### config.mk
export PLATFORM = sky130hd
export DESIGN_NAME = lpt_port
export DESIGN_NICKNAME = d
export VERILOG_FILES = /design/src/rtl/lpt_pkg.sv /design/src/rtl/lpt_sync.sv /design/src/rtl/lpt_regs.sv /design/src/rtl/lpt_irq.sv /design/src/rtl/lpt_port.sv
export SDC_FILE = /design/constraint.sdc
export NUM_CORES = 1
export LEC_CHECK = 0
export CELL_PAD_IN_SITES_DETAIL_PLACEMENT = 1
export CELL_PAD_IN_SITES_GLOBAL_PLACEMENT = 2
export CORE_ASPECT_RATIO = 2
export CORE_MARGIN = 4
export CORE_UTILIZATION = 30
export CTS_BUF_LIST = sky130_fd_sc_hd__clkbuf_4 sky130_fd_sc_hd__clkbuf_8
export CTS_CLUSTER_SIZE = 28
export DETAILED_ROUTE_END_ITERATION = 10
export PLACE_DENSITY_LB_ADDON = 0.15
export SLEW_MARGIN = 40
export SYNTH_ARGS = -nofsm -noshare
export SYNTH_HDL_FRONTEND = slang
export SYNTH_SLANG_ARGS = --single-unit
### constraint.sdc
create_clock -name clk -period 1.2 [get_ports clk]
set_input_delay 0.18 -clock clk [delete_from_list [all_inputs] [get_ports clk]]
set_output_delay 0.18 -clock clk [all_outputs]
set_load 0.005 [all_outputs]
### src/rtl/lpt_pkg.sv
package lpt_pkg;
  localparam int BYTE_W = 8;
  localparam int OFS_W  = 2;

  localparam logic [OFS_W-1:0] OFS_DATA = 2'd0;
  localparam logic [OFS_W-1:0] OFS_STAT = 2'd1;
  localparam logic [OFS_W-1:0] OFS_CTRL = 2'd2;

  // control register layout, LSB last
  typedef struct packed {
    logic [1:0] spare;
    logic       drive;
    logic       irq_en;
    logic       sel_in;
    logic       init;
    logic       autofd;
    logic       strobe;
  } lpt_ctrl_t;

  localparam logic [BYTE_W-1:0] CTRL_MASK = 8'h3F;

  // synchronized input bundle
  typedef struct packed {
    logic              mode;
    logic              err_n;
    logic              slct;
    logic              ack_n;
    logic              busy;
    logic [BYTE_W-1:0] pd;
  } lpt_in_t;

  localparam int IN_W = $bits(lpt_in_t);
  localparam logic [IN_W-1:0] IN_RST = {1'b0, 1'b1, 1'b0, 1'b1, 1'b0, {BYTE_W{1'b0}}};
endpackage

### src/rtl/lpt_sync.sv
module lpt_sync #(
  parameter int                W      = 4,
  parameter int                STAGES = 2,
  parameter logic [W-1:0]      RST    = '0
) (
  input  logic         clk,
  input  logic         rst_n,
  input  logic [W-1:0] d,
  output logic [W-1:0] q
);
  logic [W-1:0] chain [STAGES];

  for (genvar s = 0; s < STAGES; s++) begin : g_stage
    always_ff @(posedge clk or negedge rst_n) begin
      if (!rst_n) chain[s] <= RST;
      else if (s == 0) chain[s] <= d;
      else chain[s] <= chain[(s == 0) ? 0 : s-1];
    end
  end

  assign q = chain[STAGES-1];
endmodule

### src/rtl/lpt_regs.sv
module lpt_regs
  import lpt_pkg::*;
(
  input  logic                clk,
  input  logic                rst_n,
  input  logic                cs,
  input  logic                wr,
  input  logic                rd,
  input  logic [OFS_W-1:0]    addr,
  input  logic [BYTE_W-1:0]   wdata,
  output logic [BYTE_W-1:0]   rdata,
  input  logic [BYTE_W-1:0]   pd_s,
  input  logic [BYTE_W-1:0]   stat_byte,
  output lpt_ctrl_t           ctrl,
  output logic [BYTE_W-1:0]   pd_latch,
  output logic                stat_rd
);
  logic wr_hit, rd_hit, wr_ctrl, wr_data;
  logic [BYTE_W-1:0] rd_mux;

  assign wr_hit  = cs && wr;
  assign rd_hit  = cs && rd;
  assign wr_ctrl = wr_hit && (addr == OFS_CTRL);
  assign wr_data = wr_hit && (addr == OFS_DATA);
  assign stat_rd = rd_hit && (addr == OFS_STAT);

  always_comb begin
    unique case (addr)
      OFS_DATA: rd_mux = ctrl.drive ? pd_latch : pd_s;
      OFS_STAT: rd_mux = stat_byte;
      OFS_CTRL: rd_mux = ctrl;
      default:  rd_mux = '0;
    endcase
  end

  always_ff @(posedge clk or negedge rst_n) begin
    if (!rst_n) begin
      ctrl     <= '0;
      pd_latch <= '0;
      rdata    <= '0;
    end else begin
      if (wr_ctrl) ctrl     <= lpt_ctrl_t'(wdata & CTRL_MASK);
      if (wr_data) pd_latch <= wdata;
      if (rd_hit)  rdata    <= rd_mux;
    end
  end

  a_r2_data_store: assert property (@(posedge clk) disable iff (!rst_n)
    wr_data |=> (pd_latch == $past(wdata)));
  a_r11_ctrl_hold: assert property (@(posedge clk) disable iff (!rst_n)
    !wr_ctrl |=> $stable(ctrl));
  a_r11_rdata_hold: assert property (@(posedge clk) disable iff (!rst_n)
    !rd_hit |=> $stable(rdata));
endmodule

### src/rtl/lpt_irq.sv
module lpt_irq (
  input  logic clk,
  input  logic rst_n,
  input  logic ack_n_s,
  input  logic mode_s,
  input  logic irq_en,
  input  logic clr,
  output logic pending,
  output logic irq
);
  logic ack_d, fall, set;

  assign fall = ack_d && !ack_n_s;
  assign set  = fall && mode_s;

  always_ff @(posedge clk or negedge rst_n) begin
    if (!rst_n) begin
      ack_d   <= 1'b1;
      pending <= 1'b0;
    end else begin
      ack_d <= ack_n_s;
      if (set)      pending <= 1'b1;
      else if (clr) pending <= 1'b0;
    end
  end

  assign irq = irq_en && (mode_s ? pending : !ack_n_s);

  a_r9_edge_sets: assert property (@(posedge clk) disable iff (!rst_n)
    (mode_s && ack_d && !ack_n_s) |=> pending);
  a_r9_holds: assert property (@(posedge clk) disable iff (!rst_n)
    (pending && !clr) |=> pending);
  a_r10_read_clears: assert property (@(posedge clk) disable iff (!rst_n)
    (clr && !(mode_s && ack_d && !ack_n_s)) |=> !pending);
  a_r12_normal_no_set: assert property (@(posedge clk) disable iff (!rst_n)
    (!mode_s && !pending) |=> !pending);
endmodule

### src/rtl/lpt_port.sv
module lpt_port
  import lpt_pkg::*;
#(
  parameter int SYNC_STAGES = 2
) (
  input  logic        clk,
  input  logic        rst_n,
  input  logic        bus_cs,
  input  logic        bus_wr,
  input  logic        bus_rd,
  input  logic [1:0]  bus_addr,
  input  logic [7:0]  bus_wdata,
  output logic [7:0]  bus_rdata,
  input  logic [7:0]  pd_in,
  output logic [7:0]  pd_out,
  output logic        pd_oe,
  input  logic        busy_i,
  input  logic        ack_n_i,
  input  logic        slct_i,
  input  logic        err_n_i,
  input  logic        irq_mode_i,
  output logic        strobe_n_o,
  output logic        autofd_n_o,
  output logic        init_n_o,
  output logic        slctin_n_o,
  output logic        irq_o
);
  lpt_in_t   raw, syn;
  lpt_ctrl_t ctrl;
  logic      pending, stat_rd;
  logic [BYTE_W-1:0] stat_byte;

  assign raw = '{mode: irq_mode_i, err_n: err_n_i, slct: slct_i,
                 ack_n: ack_n_i, busy: busy_i, pd: pd_in};

  lpt_sync #(.W(IN_W), .STAGES(SYNC_STAGES), .RST(IN_RST)) u_sync (
    .clk(clk), .rst_n(rst_n), .d(raw), .q(syn)
  );

  // status layout: bit0 busy, bit1 ack_n, bit2 slct, bit3 err_n, bit4 pending
  assign stat_byte = {3'b000, pending, syn.err_n, syn.slct, syn.ack_n, syn.busy};

  lpt_regs u_regs (
    .clk(clk), .rst_n(rst_n), .cs(bus_cs), .wr(bus_wr), .rd(bus_rd),
    .addr(bus_addr), .wdata(bus_wdata), .rdata(bus_rdata),
    .pd_s(syn.pd), .stat_byte(stat_byte), .ctrl(ctrl),
    .pd_latch(pd_out), .stat_rd(stat_rd)
  );

  lpt_irq u_irq (
    .clk(clk), .rst_n(rst_n), .ack_n_s(syn.ack_n), .mode_s(syn.mode),
    .irq_en(ctrl.irq_en), .clr(stat_rd), .pending(pending), .irq(irq_o)
  );

  assign pd_oe      = ctrl.drive;
  assign strobe_n_o = !ctrl.strobe;
  assign autofd_n_o = !ctrl.autofd;
  assign init_n_o   = !ctrl.init;
  assign slctin_n_o = !ctrl.sel_in;

  a_r7_masked: assert property (@(posedge clk) disable iff (!rst_n)
    $fell(ctrl.irq_en) |-> !irq_o);
  a_r4_selin_write: assert property (@(posedge clk) disable iff (!rst_n)
    (bus_cs && bus_wr && bus_addr == OFS_CTRL) |=> (slctin_n_o == !$past(bus_wdata[3])));
endmodule

# Word-level counts from Yosys, hierarchy flattened
# Index checks and enable logic that the tools add are counted.
[op_classes]
mux = 5
n_reduce_logical = 15
n_eq_ne = 2
[op_table]
columns = ["cell", "n"]
rows = [
  ["one-hot mux 8 bit (3 select lines)", 1],
  ["logical AND 1 bit", 8],
  ["2-to-1 mux 8 bit", 1],
  ["logical NOT 1 bit", 5],
  ["2-to-1 mux 1 bit", 3],
  ["== test 2 x 1 -> 1 bit, second input constant", 1],
  ["== test 2 bit, second input constant", 1],
  ["logical NOT 2 bit", 1],
  ["nonzero test 2 bit", 1],
]
[totals]
inputBits = 28
reg_bits = 50
wordCells = 34
output_inout_bits = 22

# Depth between registers and ports, before layout
# Gate-level depths: netlist (run 1).
[depth]
depth_word = 4
depth_mapped = 5
mapped_depth_nobuf = 3

# Cells and area by module
# From an unflattened synthesis (run 1), not the netlist that was laid out.
[hier_totals]
hier_cells = 135
area_unflattened_um2 = 1976.9
[modules_own_cells]
columns = ["mod", "area_per_inst_um2", "seq_area_each_um2", "n_inst", "cells_per_inst"]
rows = [
  ["lpt_regs", 1118.6, 550.5, 1, 83],
  ["lpt_sync", 753.2, 655.6, 1, 39],
  ["lpt_irq", 86.3, 51.3, 1, 8],
  ["lpt_port", 18.8, 0.0, 1, 5],
]

# Worst setup path before layout (run 1)
# No wires, ideal clock.
[synth_path]
kind = "reg-to-reg"
from = "register u_regs.ctrl[5] (netlist name)"
to = "register u_regs.rdata[5]"
t_required_ps = 1079
path_stages_with_launch = 4
period_less_slack_ps = 1169
path_buffers = 1
arrival_ps = 1048
path_slack_ps = 31
setup_time_ps = 121
path_cell_list = "dfrtp_1 clkbuf_1 o21ai_0 a22o_1"
[synth_via]
elab_chain_cells = 2
[synth_lines]
columns = ["element", "line_no", "text"]
rows = [
  ["2-to-1 mux 8 bit", "lpt_regs.sv:29", "OFS_DATA: rd_mux = ctrl.drive ? pd_latch : pd_s;"],
  ["one-hot mux 8 bit (3 select lines) *", "lpt_regs.sv:28", "unique case (addr)"],
  ["end signal: assignment", "lpt_regs.sv:44", "if (rd_hit) rdata <= rd_mux;"],
  ["end: declaration", "lpt_regs.sv:11", "output logic [BYTE_W-1:0] rdata,"],
]
# Mark *: on every way between the ends. The rest lies on a longest branch, timed or not.
# A chain may end at the register's enable or synchronous reset.

# Worst setup path in the final report (run 1)
[layout_path]
from = "register u_sync.chain (netlist bit u_sync.q[9])"
to = "output port irq_o"
[layout_via]
elab_chain_cells = 3
[layout_lines]
columns = ["element", "line_no", "text"]
rows = [
  ["start: declaration", "lpt_sync.sv:11", "logic [W-1:0] chain [STAGES];"],
  ["start signal: indexed assignment", "lpt_sync.sv:17", "else chain[s] <= chain[(s == 0) ? 0 : s-1];"],
  ["logical NOT 1 bit", "lpt_irq.sv:27", "assign irq = irq_en && (mode_s ? pending : !ack_n_s);"],
  ["2-to-1 mux 1 bit", "lpt_irq.sv:27", ""],
  ["logical AND 1 bit", "lpt_irq.sv:27", ""],
  ["end: declaration", "lpt_port.sv:26", "output logic irq_o"],
]
# No other way between the ends.

==> flow_summary.yaml, run 1 <==
placement:
  placed_cell_area_um2: 2440
  dp_cells: 237
  dpl.hpwl_um: 3270
  pre_cts_ws_ps: -463
  place_congestion: 0.717
  io_buffers: 49
min_path:
  hold_class: "in -> reg"
  holdPathStages: 1
  whs_endpoint: "u_sync.chain[22]"
  min_from: "ack_n_i"
power_and_ir_drop:
  p_per_area_nw_per_um2: 1540
  p_sw_share_pct: 25.0
  p_int_mw: 3.09
  leakage_nw: 1.23
  combPwrFrac_pct: 22.9
  vdd_drop_max_mv: 1.47
  switchingPower_mw: 1.03
  pwr-share-clk_pct: 29.0
  p_total_mw: 4.12
  pwr-share-seq_pct: 48.1
global_route:
  grt-ovfl-total: 0
  grt_start_max_net_pins: 51
  track_usage_pct: 13.6
  antenna_found_initial: 0
  grt_pass1_vias: 1418
  grt_pass1_wl_um: 7400
drt:
  drt.antenna.violating_nets: 0
  routedWlPerCell_um: 17.1
  vias: 1254
  dr.first_iter.drc_count: 41
  wirelength_um: 4520
  via_per_inst: 4.75
  drc: 0
  drt_first_pass_iters: 3
critical_path:
  path_cells: "o21ai_2 -> and2_1 -> buf_2"
  crit_required_ps: 1020
  crit_family: "flip-flops"
  reg2reg_to: "u_regs.rdata[3]"
  cpMaxStageDelayCell: "dfstp_2"
  r2r_setup_slack_ps: 70
  cp-start-kind: "register"
  r2r-start: "u_regs.ctrl[3]"
  r2r_cells: 4
  crit_arrival_ps: 1150
  critPathMaxFanout: 2
  max_stage_delay_ps: 550
  cp-end-kind: "output port"
  timing.setup.critical_path_class: "reg -> out"
  cp_num_buf_inv: 1
yosys:
  ys_seq_elements: 50
  synth_nets: 145
  yosysTopAreaCell: "dfrtp_1"
  netlist_area_um2: 1760
  ys_types: 22
  netlist_instances: 117
  synth_area_leaders: "dfrtp_1 (64%), mux2_2 (8.9%), dfstp_2 (7.4%), mux2i_1 (4.0%), a221oi_1 (2.5%)"
  syn_area_per_cell_um2: 15.1
  synth_top_area_share_pct: 63.8
  synth-main-ff-cell: "dfrtp_1"
  synth_edf_count: 0
  async_reset_ff_share_pct: 100
  synth_warnings: 0
  synth-seq-area-share_pct: 71.3
job:
  maxCapViolCount: 0
sta:
  setup_tns_ps: -135
  worst_pin_slew_ps: 482
  skew_ps: 7.10
  setup_slack_ps: -135
  slew_headroom_pct: 67.8
  fmax_ghz: 0.749
  timing.final.hold_violations: 0
  rsz0062_at_grt: "true"
  period_needed_ps: 1330
  setup_viol: 1
  period_share_pct: 111
  slew_viol_final: 0
  holdWs_ps: 270
final_layout:
  post-route-util_pct: 47.0
  nNetsFinal: 230
  area_growth_pct: 52.0
  antenna_cells: 0
  num-fill-cells: 616
  fin_cells: 264
  finalInstanceArea_um2: 2680
  drive_gt1_share_pct: 35.5
clocking:
  numClockSinks: 50
  clkSlewWorstSetupHoldPaths_ps: 90
  worst_skew_pair.late_latency_ps: 310
  cts_tree: "done"
  clockBufferDepth: 2
  cts-root-buf: "clkbuf_8"
  numCtsBuffers: 5
  htreeDepth: 2
floorplan:
  core-area_um2: 5710
  die_height_um: 116
  ios: 50
  die_w_um: 62.2
  start_util_pct: 30.9
  dieArea_um2: 7250
  rows: 39
outcome:
  status: "finished with violations"
  violations: "setup timing"
state kept, by name, indices dropped and copies added, names as in the netlist:
register / count
u_sync.chain: 13
u_sync.q: 13
u_regs.pd_latch: 8
u_regs.rdata: 8
u_regs.ctrl: 6
u_irq.ack_d: 1
u_irq.pending: 1
synthesized netlist by cell type, types with 2 or more instances:
cell type  number
nand2b_1        2
o21ai_0         7
clkbuf_1        2
mux2i_1         7
dfstp_2         5
nand2_1         6
dfrtp_1        45
inv_1           4
mux2_2         14
a221oi_1        5
o22ai_1         5
a21oi_1         5
worst register-to-register path: stages (launching register included):
cell	delay [ps]
dfrtp_1	400
buf_4	140
buf_4	130
a221oi_1	260
o22ai_1	100
final cells by class:
type                    instances  area (um^2)  share of cell area (%)
repair buffers                 82          723                    27.0
multi-input cells              59          497                    18.5
clock buffers                   5         68.8                    2.57
flip-flops and latches         50         1260                    46.9
well taps                      61         76.3                    2.85
clock inverters                 3         43.8                    1.63
inverters                       4         15.0                   0.560
what timing repair did:
item                                    in CTS  in global routing
resized for setup                           34                 17
endpoints found under the hold margin       45                  0
hold buffers                                 1                  0
setup buffers                               15                  3
pin swaps                                    2                  0
endpoints found under the setup margin      43                 14
power by group through the flow:
stage	Combinational (mW)	Clock (mW)	Sequential [mW]
2_1_floorplan	0.271	0	2.02
3_5_place_dp	0.839	0	2.04
4_1_cts	0.918	1.24	1.98
6_report	0.944	1.19	1.98
5_1_grt	1.03	1.33	2.01
3_3_place_gp	0.823	0	2.04
layer usage:
layer	part of all wire [%]	wire length, um	global-route usage [%]	up-vias
li1	-	-	-	580
met3	4.4	198	4.14	6
met5	0	0	0	-
met1	34	1550	13.8	635
met2	60	2690	25.3	33
met4	1.7	75	5.64	0
cell usage in the layout, fill, tap and decap left out, types with 2 or more instances in the layout:
cell             synthesis  routed
clkbuf_2                 1       3
nand2b_1                 2       2
mux2i_1                  7       7
inv_1                    4       4
dfrtp_1                 45      45
nand2_1                  6       5
a21oi_1                  5       5
dlygate4sd2_1            0      17
dfstp_2                  5       5
buf_4                    1      29
o21ai_0                  7       3
mux2_2                  14      14
clkdlybuf4s50_1          0      22
buf_12                   0       2
o21ai_1                  0       3
a221oi_2                 0       2
clkbuf_8                 0       5
o22ai_1                  5       5
a221oi_1                 5       3
buf_2                    0       2
clkdlybuf4s15_1          0       5
worst max-delay path by stage:
stage                     depth (start not counted)      startpoint                 end  slack (ps)
after CTS                                         3     u_sync.q[9]               irq_o        -170
after global placement                            5     bus_addr[0]  u_regs.pd_latch[1]        -420
after detailed placement                          4     bus_addr[1]      u_regs.ctrl[5]        -460
final                                             3     u_sync.q[9]               irq_o        -130
after global routing                              3     u_sync.q[9]               irq_o        -200
after floorplan                                   3  u_regs.ctrl[5]     u_regs.rdata[5]          30
logic make-up after synthesis:
| kind of cell | after synthesis | synth area share [%] |
|---|---|---|
| simple gates | 15 | 5.67 |
| flops | 50 | 71.3 |
| compound gates | 23 | 8.16 |
| buf+inv | 8 | 1.99 |
| mux | 21 | 12.9 |
(Power assumes the default switching activity.)
==> run 2: changes to the inputs <==
- SKIP_CTS_REPAIR_TIMING: default -> 1
==> flow_summary.yaml, run 2 (same netlist as run 1, synthesis figures left out) <==
floorplan:
  start_util_pct: 30.9
  ios: 50
  dieArea_um2: 7250
  rows: 39
  die_height_um: 116
  core-area_um2: 5710
  die_w_um: 62.2
sta:
  slew_headroom_pct: 71.1
  timing.final.hold_violations: 0
  setup_slack_ps: -148
  holdWs_ps: 269
  slew_viol_final: 0
  setup_viol: 1
  skew_ps: 4.04
  rsz0062_at_grt: "true"
  period_share_pct: 112
  worst_pin_slew_ps: 433
  period_needed_ps: 1350
  fmax_ghz: 0.742
min_path:
  hold_class: "in -> reg"
  min_from: "ack_n_i"
  holdPathStages: 1
critical_path:
  path_cells: "o21ai_1 -> and2_1 -> clkbuf_2"
  cp_num_buf_inv: 1
  crit_family: "flip-flops"
  cp-end-kind: "output port"
  cp-start-kind: "register"
  crit_arrival_ps: 1170
  r2r-start: "u_sync.q[9]"
  crit_cells: 3
  critPathMaxFanout: 2
  crit_start: "u_sync.q[9]"
  crit_required_ps: 1020
  cpMaxStageDelayCell: "dfstp_2"
  timing.setup.critical_path_class: "reg -> out"
  max_stage_delay_ps: 550
  r2r_cells: 4
clocking:
  clkSlewWorstSetupHoldPaths_ps: 90
  htreeDepth: 2
  cts-root-buf: "clkbuf_8"
  numCtsBuffers: 5
  cts_tree: "done"
  clockBufferDepth: 2
  numClockSinks: 50
  worst_skew_pair.late_latency_ps: 310
drt:
  routedWlPerCell_um: 17.4
  wirelength_um: 4470
  drt.antenna.violating_nets: 0
  drt_first_pass_iters: 2
  vias: 1229
  drc: 0
  dr.first_iter.drc_count: 32
  via_per_inst: 4.78
placement:
  dp_cells: 237
  place_congestion: 0.717
  placed_cell_area_um2: 2440
  dpl.hpwl_um: 3270
  io_buffers: 49
outcome:
  status: "finished with violations"
  violations: "setup timing"
power_and_ir_drop:
  p_per_area_nw_per_um2: 1510
  pwr-share-clk_pct: 29.2
  p_int_mw: 3.09
  leakage_nw: 1.41
  combPwrFrac_pct: 22.3
  switchingPower_mw: 1.00
  pwr-share-seq_pct: 48.5
  vdd_drop_max_mv: 1.45
  p_sw_share_pct: 24.5
global_route:
  grt_pass1_vias: 1353
  grt_pass1_wl_um: 7000
  track_usage_pct: 12.8
  grt-ovfl-total: 0
  grt_start_max_net_pins: 51
  antenna_found_initial: 0
final_layout:
  finalInstanceArea_um2: 2710
  drive_gt1_share_pct: 30.6
  final_common_cell: "dfrtp_1"
  area_growth_pct: 53.8
  seq_area_um2: 1260
  num-fill-cells: 612
  final_cell_mix: "dfrtp_1 (45), dlymetal6s2s_1 (25), buf_4 (23)"
  post-route-util_pct: 47.5
  fin_cells: 257
  nNetsFinal: 223
  multi_input_comb_area_um2: 487
  antenna_cells: 0
job:
  maxCapViolCount: 0
-- run 2: path summary, 6_finish.rpt --
| kind | end | slack [ps] |
|---|---|---|
| worst max-delay path | irq_o | -150 |
| worst min-delay path | u_sync.chain[22] | 270 |
| worst max register to register | u_regs.rdata[1] | 100 |
| worst min register to register | u_sync.q[5] | 360 |
| max in group asynchronous | u_irq.ack_d | 530 |
| min in group asynchronous | u_regs.rdata[5] | 370 |
-- run 2: through the flow --
| step | setup WS, ps | TNS, ps | power, mW |
|---|---|---|---|
| after floorplan | 30.9 | 0 | 2.29 |
| after global placement | -419 | -8660 | 2.86 |
| after detailed placement | -463 | -9400 | 2.88 |
| after CTS | -552 | -6760 | 4.10 |
| after global routing | -206 | -217 | 4.35 |
| final | -148 | -148 | 4.09 |
-- run 2: cell type report --
type / instances / share of cell area, %
inverter: 4 / 0.553
timing repair buffer: 75 / 28.2
tap: 61 / 2.81
multi-input combinational: 59 / 17.9
sequential: 50 / 46.3
clock inverter: 3 / 1.61
clock buffer: 5 / 2.54
-- run 2: power groups by stage --
stage               Clock, mW  Combinational, mW  Sequential [mW]
global route             1.32               1.01             2.02
CTS                      1.24              0.846             2.01
detailed placement          0              0.839             2.04
global placement            0              0.823             2.04
floorplan                   0              0.271             2.02
finish                   1.19              0.914             1.99
-- run 2: worst reg2reg max path: stages (launching register included) --
cell and delay [ps]:
dfstp_2 380, buf_4 130, buf_4 130, a221oi_2 240
o22ai_1 110
-- run 2: layer usage --
metal	track usage, %	share of wire, %	vias up	wire, um
met4	5.64	1.8	0	82
met2	23.5	59	34	2640
met5	0	0	-	0
li1	-	-	569	-
met1	12.8	34	621	1540
met3	4.52	4.5	5	201
==> run 3: changes to the inputs <==
- CTS_BUF_LIST: sky130_fd_sc_hd__clkbuf_4 sky130_fd_sc_hd__clkbuf_8 -> sky130_fd_sc_hd__clkbuf_2
==> flow_summary.yaml, run 3 (same netlist as run 1, synthesis figures left out) <==
sta:
  holdWs_ps: 103
  slew_headroom_pct: 72.8
  period_needed_ps: 1520
  setup_slack_ps: -319
  period_share_pct: 127
  skew_ps: 12.7
  worst_pin_slew_ps: 407
  timing.final.hold_violations: 0
  rsz0062_at_grt: "true"
  slew_viol_final: 0
  setup_viol: 5
  fmax_ghz: 0.658
final_layout:
  antenna_cells: 0
  nNetsFinal: 225
  final_cell_mix: "dfrtp_1 (45), clkdlybuf4s50_1 (26), buf_4 (25)"
  area_growth_pct: 42.1
  final_common_cell: "dfrtp_1"
  fin_cells: 259
  drive_gt1_share_pct: 40.9
global_route:
  grt_start_max_net_pins: 51
  track_usage_pct: 12.8
  grt_pass1_vias: 1344
  grt_pass1_wl_um: 7000
  antenna_found_initial: 0
  grt-ovfl-total: 0
clocking:
  cts_tree: "done"
  numClockSinks: 50
  cts-root-buf: "clkbuf_2"
  clkSlewWorstSetupHoldPaths_ps: 250
  worst_skew_pair.late_latency_ps: 430
  clockBufferDepth: 2
  htreeDepth: 2
  numCtsBuffers: 5
floorplan:
  die_w_um: 62.2
  rows: 39
  ios: 50
  core-area_um2: 5710
  die_height_um: 116
  dieArea_um2: 7250
  start_util_pct: 30.9
power_and_ir_drop:
  leakage_nw: 1.16
  p_per_area_nw_per_um2: 1490
  vdd_drop_max_mv: 0.970
critical_path:
  crit_start: "u_sync.q[9]"
  crit_required_ps: 1020
  r2r-start: "u_sync.q[9]"
  critPathMaxFanout: 2
  timing.setup.critical_path_class: "reg -> out"
  crit_arrival_ps: 1340
  cp-end-kind: "output port"
  cp-start-kind: "register"
outcome:
  status: "finished with violations"
  violations: "setup timing"
min_path:
  min_from: "ack_n_i"
  hold_class: "in -> reg"
placement:
  io_buffers: 49
  dp_cells: 237
  dpl.hpwl_um: 3270
  place_congestion: 0.717
drt:
  drc: 0
  routedWlPerCell_um: 17.1
  vias: 1237
  wirelength_um: 4440
  via_per_inst: 4.78
  dr.first_iter.drc_count: 33
  drt_first_pass_iters: 4
  drt.antenna.violating_nets: 0
job:
  maxCapViolCount: 0
==> run 3: cell count changes in the layout (fill, tap and decap cells not counted), sizes merged <==
| cell | delta |
|---|---|
| buf | +6 |
| clkbuf | +17 |
| clkdlybuf4s50 | +4 |
| dlymetal6s2s | -25 |
==> run 3: layout make-up <==
class                           instances  area, um^2
Clock buffer                            5        25.0
Multi-Input combinational cell         59         475
Inverter                                4        15.0
Timing Repair Buffer                   77         613
Clock inverter                          3        43.8
Tap cell                               61        76.3
Sequential cell                        50        1260
Fill cell                             634        3200
==> run 3: worst max-delay path, stage by stage (launching register included) <==
cell and delay, ps:
dfstp_2 610, o21ai_2 50, and2_1 120, buf_2 120
==> run 3: final timing paths <==
kind | to | depth (start not counted) | slack [ps]
setup / recovery | irq_o | 3 | -320
hold / removal | u_sync.chain[22] | 1 | 100
setup reg to reg | u_regs.rdata[1] | 4 | 50
hold reg to reg | u_sync.q[11] | 0 | 370
max in group asynchronous | u_irq.ack_d | 3 | 710
min in group asynchronous | u_regs.rdata[5] | 3 | 200
==> run 3: per-stage QoR <==
step           utilization, %  TNS (ps)  worst slack, ps  cell area, um^2  total power, mW
6_report                 43.9      -439             -319             2510             3.73
5_1_grt                  43.9     -2320             -417             2510             3.99
4_1_cts                  43.9     -9400             -753             2500             3.81
3_5_place_dp             42.7     -9400             -463             2440             2.88
3_3_place_gp             42.7     -8660             -419             2440             2.86
2_1_floorplan               -         0             30.9             1760             2.29
==> run 3: metal layers <==
metal  track usage (%)  vias to the layer above  routed length [um]
met3              4.23                        4                 205
met2              23.1                       33                2630
met1              13.1                      630                1520
met5                 0                        -                   0
li1                  -                      570                   -
met4              6.08                        0                  80
==> run 3: power breakdown <==
| part | total, mW | internal [mW] | switching (mW) |
|---|---|---|---|
| combinational | 0.833 | 0.504 | 0.330 |
| sequential | 1.99 | 1.88 | 0.107 |
| clock | 0.905 | 0.357 | 0.548 |
